**src/rtl/cswg_pkg.sv**
```systemverilog
package cswg_pkg;
  typedef enum logic [0:0] {
    SEL_ROM = 1'b0,
    SEL_RAM = 1'b1
  } sel_e;

  localparam int NUM_SEL = 2;

  function automatic int unsigned max_u(input int unsigned a, input int unsigned b);
    return (a > b) ? a : b;
  endfunction
endpackage

```
**src/rtl/cswg_cfg_reg.sv**
```systemverilog
module cswg_cfg_reg #(
  parameter int ADDR_W   = 8,
  parameter int REG_W    = 8,
  parameter logic [ADDR_W-1:0] REG_ADDR  = 8'hD8,
  parameter logic [REG_W-1:0]  RESET_VAL = 8'h77
) (
  input  logic              clk,
  input  logic              rst,
  input  logic              io_wr,
  input  logic [ADDR_W-1:0] io_addr,
  input  logic [REG_W-1:0]  io_wdata,
  output logic [REG_W-1:0]  cfg_q
);
  logic hit;

  always_comb hit = io_wr && (io_addr == REG_ADDR);

  always_ff @(posedge clk) begin
    if (rst) begin
      cfg_q <= RESET_VAL;
    end else if (hit) begin
      cfg_q <= io_wdata;
    end
  end
endmodule

```
**src/rtl/cswg_select.sv**
```systemverilog
module cswg_select
  import cswg_pkg::*;
#(
  parameter int FIELD_W = 3,
  parameter int CPU_W   = 3,
  parameter int CNT_W   = 4,
  localparam int LANE_W = FIELD_W + 1,
  localparam int REG_W  = NUM_SEL * LANE_W
) (
  input  logic [REG_W-1:0] cfg,
  input  logic             rom_sel,
  input  logic             ram_sel,
  input  logic [CPU_W-1:0] cpu_waits,
  output logic [CNT_W-1:0] need
);
  logic [CNT_W-1:0] lane_cnt [NUM_SEL];
  logic [NUM_SEL-1:0] lane_hit;
  logic [CNT_W-1:0] cs_cnt;
  logic [CNT_W-1:0] cpu_ext;

  always_comb begin
    lane_hit          = '0;
    lane_hit[SEL_ROM] = rom_sel;
    lane_hit[SEL_RAM] = ram_sel && !rom_sel;
  end

  for (genvar i = 0; i < NUM_SEL; i++) begin : g_lane
    logic             en;
    logic [FIELD_W-1:0] fld;
    always_comb begin
      en  = cfg[i*LANE_W + FIELD_W];
      fld = cfg[i*LANE_W +: FIELD_W];
      if (en && lane_hit[i]) begin
        lane_cnt[i] = CNT_W'(fld) + CNT_W'(1);
      end else begin
        lane_cnt[i] = '0;
      end
    end
  end

  always_comb begin
    cs_cnt = '0;
    for (int k = 0; k < NUM_SEL; k++) begin
      cs_cnt = cs_cnt | lane_cnt[k];
    end
    cpu_ext = CNT_W'(cpu_waits);
    need    = (cs_cnt > cpu_ext) ? cs_cnt : cpu_ext;
  end
endmodule

```
**src/rtl/cswg_counter.sv**
```systemverilog
module cswg_counter #(
  parameter int CNT_W = 4
) (
  input  logic             clk,
  input  logic             rst,
  input  logic             start,
  input  logic [CNT_W-1:0] load_val,
  output logic [CNT_W-1:0] remain,
  output logic             wait_o
);
  logic [CNT_W-1:0] nxt;
  logic             busy;

  always_comb begin
    busy = (remain != '0);
    if (busy) begin
      nxt = remain - CNT_W'(1);
    end else if (start) begin
      nxt = load_val;
    end else begin
      nxt = '0;
    end
  end

  always_ff @(posedge clk) begin
    if (rst) begin
      remain <= '0;
      wait_o <= 1'b0;
    end else begin
      remain <= nxt;
      wait_o <= (nxt != '0);
    end
  end
endmodule

```
**src/rtl/cswg_top.sv**
```systemverilog
module cswg_top
  import cswg_pkg::*;
#(
  parameter int ADDR_W  = 8,
  parameter int FIELD_W = 3,
  parameter int CPU_W   = 3,
  parameter logic [ADDR_W-1:0] REG_ADDR = 8'hD8,
  localparam int LANE_W = FIELD_W + 1,
  localparam int REG_W  = NUM_SEL * LANE_W,
  localparam int CNT_W  = (LANE_W > CPU_W) ? LANE_W : CPU_W
) (
  input  logic              clk,
  input  logic              rst,
  input  logic              io_wr,
  input  logic [ADDR_W-1:0] io_addr,
  input  logic [REG_W-1:0]  io_wdata,
  output logic [REG_W-1:0]  cfg_q,
  input  logic              cyc_start,
  input  logic              rom_sel,
  input  logic              ram_sel,
  input  logic [CPU_W-1:0]  cpu_waits,
  output logic              wait_o
);
  localparam logic [LANE_W-1:0] LANE_RST = {1'b0, {FIELD_W{1'b1}}};
  localparam logic [REG_W-1:0]  CFG_RST  = {NUM_SEL{LANE_RST}};

  logic [CNT_W-1:0] need;
  logic [CNT_W-1:0] remain;

  cswg_cfg_reg #(
    .ADDR_W   (ADDR_W),
    .REG_W    (REG_W),
    .REG_ADDR (REG_ADDR),
    .RESET_VAL(CFG_RST)
  ) u_cfg (
    .clk     (clk),
    .rst     (rst),
    .io_wr   (io_wr),
    .io_addr (io_addr),
    .io_wdata(io_wdata),
    .cfg_q   (cfg_q)
  );

  cswg_select #(
    .FIELD_W(FIELD_W),
    .CPU_W  (CPU_W),
    .CNT_W  (CNT_W)
  ) u_sel (
    .cfg      (cfg_q),
    .rom_sel  (rom_sel),
    .ram_sel  (ram_sel),
    .cpu_waits(cpu_waits),
    .need     (need)
  );

  cswg_counter #(
    .CNT_W(CNT_W)
  ) u_cnt (
    .clk     (clk),
    .rst     (rst),
    .start   (cyc_start),
    .load_val(need),
    .remain  (remain),
    .wait_o  (wait_o)
  );
endmodule

```
**config.mk**
```make
export PLATFORM = sky130hd
export DESIGN_NAME = cswg_top
export DESIGN_NICKNAME = d
export VERILOG_FILES = /design/src/rtl/cswg_pkg.sv /design/src/rtl/cswg_cfg_reg.sv /design/src/rtl/cswg_select.sv /design/src/rtl/cswg_counter.sv /design/src/rtl/cswg_top.sv
export SDC_FILE = /design/constraint.sdc
export NUM_CORES = 1
export LEC_CHECK = 0
export BUFFER_PORTS_ARGS = -buffer_cell sky130_fd_sc_hd__buf_2
export CAP_MARGIN = 20
export CORE_ASPECT_RATIO = 1.25
export CORE_MARGIN = 10
export CORE_UTILIZATION = 49
export CTS_CLUSTER_SIZE = 24
export DETAILED_ROUTE_END_ITERATION = 8
export GPL_TIMING_DRIVEN = 0
export PLACE_DENSITY = 0.82
export SETUP_SLACK_MARGIN = 0.3
export SKIP_CTS_REPAIR_TIMING = 1
export SLEW_MARGIN = 30
export SYNTH_ARGS = -nofsm -noshare
export SYNTH_HDL_FRONTEND = slang
export SYNTH_SLANG_ARGS = --single-unit
```
**constraint.sdc**
```tcl
create_clock -name clk -period 4.6 [get_ports clk]
set_input_delay 0.46 -clock clk [delete_from_list [all_inputs] [get_ports clk]]
set_output_delay 0.46 -clock clk [all_outputs]
set_load 0.01 [all_outputs]
```
# Word-level counts from Yosys, hierarchy flattened
# Cells that the tools add are included.
# totals
reg_bits,13
input_bits,25
# classes
n_addsub,3
n_lt_le_gt_ge,1
n_eq_ne,1
n_mux,5
n_bitwise,1
reduce_logical,7
# op_table
operator,count
4-bit two-way mux,5
"3-bit by 1-bit adder with 4-bit output, second input constant",2
"8-bit equality test, second input constant",1
4-bit nonzero test,2
4-bit by 3-bit > comparator with 1-bit output,1
1-bit logical AND,4
4-bit OR,1
"4-bit by 1-bit subtractor with 4-bit output, second input constant",1
1-bit zero test,1

# Depth between registers and ports, before layout
# depth
ltp_word,10
depth_mapped,9
depth_no_buf,9

# Cells and area by module
# A second synthesis with hierarchy kept.
# hier_totals
cells_unflattened,95
hier_area_um2,848.3
# by_module_without_submodules
mod,instances,cells_each,area_each_um2
cswg_cfg_reg,1,37,350.3
cswg_counter,1,30,254.0
cswg_select,1,28,244.0

# Worst setup path before layout
# Ideal clock, no wire load.
# synth_path
path_kind,reg-to-reg
startpoint,register u_cfg.cfg_q[0]
endpoint,register u_cnt.wait_o
t_arrival_ns,1.999
required_time_ns,4.458
setup_slack_ns,2.459
path_stages_with_launch,9
period_less_slack_ns,2.141
cell_sequence,dfxtp_1 > ha_1 > nand3_1 > o21ai_0 > ha_1 > a211o_1 > a21o_1 > a211oi_1 > a41oi_2
# synth_via
elab_chain_cells,8
# synth_lines
item,line_no,source
from (decl),cswg_cfg_reg.sv:12,output logic [REG_W-1:0] cfg_q
from (signal assigned),cswg_cfg_reg.sv:22,cfg_q <= io_wdata;
3-bit by 1-bit adder with 4-bit output (*),cswg_select.sv:34,lane_cnt[i] = CNT_W'(fld) + CNT_W'(1);
4-bit two-way mux (*),cswg_select.sv:33,if (en && lane_hit[i]) begin
4-bit OR (*),cswg_select.sv:44,cs_cnt = cs_cnt | lane_cnt[k];
4-bit by 3-bit > comparator with 1-bit output,cswg_select.sv:47,need = (cs_cnt > cpu_ext) ? cs_cnt : cpu_ext;
4-bit two-way mux (*),cswg_select.sv:47,
4-bit two-way mux (*),cswg_counter.sv:18,end else if (start) begin
4-bit two-way mux (*),cswg_counter.sv:16,if (busy) begin
4-bit nonzero test (*),cswg_counter.sv:31,wait_o <= (nxt != '0);
to (signal assigned),cswg_counter.sv:31,
to (decl),cswg_counter.sv:9,output logic wait_o
# Mark *: on every way between the ends. The rest lies on a longest branch, timed or not.
# A chain may end at the register's enable or synchronous reset.

# Worst setup path in the final report
# layout_path
startpoint,register u_cfg.cfg_q[4]
endpoint,register u_cnt.wait_o
# The elaborated chain is that of the path after synthesis.

==> flow_metrics.tcl <==
set metrics [dict create \
    hold_violations 0 \
    rsz0062_at_grt "false" \
    dp.cells 140 \
    finalNetCount 158 \
    diodes 0 \
    tightest_slew_ns 0.4234 \
    gp_congestion 0.7046 \
    io_pins 34 \
    drive_above_1_share_pct 34.13 \
    fin_total_pwr_uw 371.5 \
    clkSlewWorstSetupHoldPaths_ns 0.08 \
    utilization_pct 65.22 \
    drt_first_pass_iters 4 \
    clockBufferDepth 2 \
    syn-num-nets 120 \
    hold_path.startpoint "io_wdata[5]" \
    postPlaceCellArea_um2 992.2 \
    dieHeight_um 65.31 \
    drtAntennaViolNets 0 \
    r2r_start "u_cfg.cfg_q[4]" \
    synth.distinct_cells 32 \
    worstPathRequired_ns 4.74 \
    drv_slew 0 \
    reg2regPathDepth 8 \
    cts.sinks 13 \
    cts_tree "yes" \
    fp.dieW_um 56.24 \
    powerDensity_nw_per_um2 364.7 \
    slowest_delay_ns 0.35 \
    finalSetupViolCount 0 \
    grt_overflow 0 \
    cts_root_buffer "clkbuf_4" \
    arrival_ns 2.51 \
    hpwl_mm 1.667 \
    cts_made_buffers 3 \
    antenna_found_initial 0 \
    vias 773 \
    routed_wl_mm 1.911 \
    dr.first_iter.drc_count 4 \
    worstPathMaxFanout 5 \
    final_cells 144 \
    clock_skew_ns 0.003869 \
    grt_usage_pct 10.86 \
    ys_seq_elements 13 \
    cp_slowest_cell "dfxtp_1" \
    wire_per_inst_um 13.27 \
    crit_chain "ha_1 > inv_1 > o21ai_0 > ha_1 > a211o_1 > a21o_1 > a211oi_1 > a41oi_2" \
    netlist_area_um2 804.5 \
    r2r_slack_ns 2.22 \
    ir_drop_uv 180.6 \
    period_needed_ns 2.377 \
    cp-end-kind "register" \
    core_area_um2 1562 \
    setup-tns-final_ns 0 \
    port_buffers 33 \
    max_freq_mhz 420.6 \
    grt_pass1_wl_mm 3.360 \
    yosysSeqAreaShare_pct 32.35 \
    die_area_um2 3673 \
    grt_start_max_net_pins 11 \
    vias_per_cell 5.368 \
    synth_cells 89 \
    start_util_pct 51.52 \
    finalCritPeriodShare_pct 51.68 \
    worst_path_dominant_cell_family "compound AO/OA/AOI/OAI gates" \
    synth_area_per_cell_um2 9.040 \
    mostFrequentLayoutCells "34 x buf_2, 13 x dfxtp_1, 9 x inv_1" \
    status "finished, final reports clean" \
    htreeDepth 1 \
    ys_warn_count 0 \
    drc 0 \
    area_growth_pct 26.59 \
    p_leak_uw 0.0004718 \
    timing.rr.end "u_cnt.wait_o" \
    slew_headroom_pct 71.77 \
    cpMostUsedCell "ha_1" \
    fin_area_um2 1018 \
    layout_commonest_cell "buf_2" \
    worst-setup-path-type "register to register" \
    std_cell_rows 16 \
    worst-path-buf-inv 1 \
    drv_cap 0 \
    startpoint_type "register" \
    clock_latency_ns 0.27 \
    grt_pass1_vias 865 \
    hold-path-endpoint "u_cfg.cfg_q[5]" \
    hold_path.class "input port to register" \
    hold_depth 2 \
]
## per-stage QoR
stage	worst slack, ns	hold slack [ns]
after floorplan	2.459	0.5162
after global placement	2.172	0.5350
after detailed placement	2.121	0.5441
after CTS	2.222	0.3799
after global routing	2.032	0.3762
final	2.223	0.3830
## per-layer routing
metal | part of all wire (%) | vias to the layer above | GRT usage (%)
li1 | - | 401 | -
met1 | 38 | 344 | 9.277
met2 | 53 | 24 | 21.39
met3 | 7.0 | 4 | 4.231
met4 | 1.7 | 0 | 5.120
met5 | 0 | - | 0
## sequential cells by signal (all words and copies together) (netlist names)
register	flops
u_cfg.cfg_q	8
u_cnt.remain	4
u_cnt.wait_o	1
## synthesized netlist by cell type, drive strengths merged
cell type / count / area [um2]
dfxtp: 13 / 260.3
inv: 9 / 33.78
a211o: 7 / 61.31
nor2: 7 / 26.28
ha: 6 / 75.07
nor2b: 5 / 31.28
a211oi: 4 / 30.03
and2: 4 / 25.02
nand3: 4 / 20.02
nand2: 3 / 11.26
mux2i: 2 / 20.02
nand4: 2 / 12.51
nor3: 2 / 10.01
o21ai: 2 / 10.01
o22ai: 2 / 18.77
xnor2: 2 / 17.52
a2111oi: 1 / 8.760
a21o: 1 / 7.510
a21oi: 1 / 5.000
a221oi: 1 / 8.760
a31oi: 1 / 6.260
a41oi: 1 / 16.27
and4bb: 1 / 12.51
buf: 1 / 5.000
clkbuf: 1 / 3.750
nand3b: 1 / 20.02
nor3b: 1 / 18.77
o211ai: 1 / 7.510
o22a: 1 / 8.760
or2: 1 / 6.260
or3: 1 / 6.260
## worst max path at each step
stage / slack [ns] / cells after the start / startpoint / to
2_1_floorplan: 2.46 / 8 / u_cfg.cfg_q[0] / u_cnt.wait_o
3_3_place_gp: 2.17 / 8 / rom_sel / u_cnt.wait_o
3_5_place_dp: 2.12 / 8 / rom_sel / u_cnt.wait_o
4_1_cts: 2.22 / 8 / u_cfg.cfg_q[4] / u_cnt.wait_o
5_1_grt: 2.03 / 8 / u_cfg.cfg_q[4] / u_cnt.wait_o
6_report: 2.22 / 8 / u_cfg.cfg_q[4] / u_cnt.wait_o
## worst reg2reg max path: stages (launching register included)
cell and delay [ns]:
dfxtp_1 0.35, ha_1 0.29, inv_1 0.04, o21ai_0 0.26, ha_1 0.30, a211o_1 0.30, a21o_1 0.19, a211oi_1 0.35
a41oi_2 0.16
## logic make-up (layout without fill, tap and decap cells)
kind of cell / Yosys count / in the layout / share of synthesized area [%]
multiplexers: 2 / 2 / 2.488
XOR/XNOR: 2 / 2 / 2.178
adder cells (fa/ha/maj): 6 / 6 / 9.331
buffers and inverters: 11 / 48 / 5.286
AND/OR/NAND/NOR: 32 / 32 / 24.88
AO/OA/AOI/OAI: 23 / 23 / 23.49
flip-flops: 13 / 13 / 32.35
## report_power, final
part / switching (uW) / internal, uW / leakage (uW) / total, uW
logic: 79.5 / 76.4 / 0.000351 / 156
registers: 13.8 / 132 / 0.000106 / 146
clock network: 36.0 / 33.6 / 0.0000150 / 69.6
total: 129 / 242 / 0.000472 / 371
## layout make-up
class                      instances  area [um2]
fill                             127       543.0
inverter                           9       33.78
sequential                        13       260.3
multi-input combinational         65       501.7
clock buffer                       4       26.28
buffer                             2       8.758
timing repair buffer              33       165.2
tap                               18       22.52
Power figures use the tool's default switching activity.
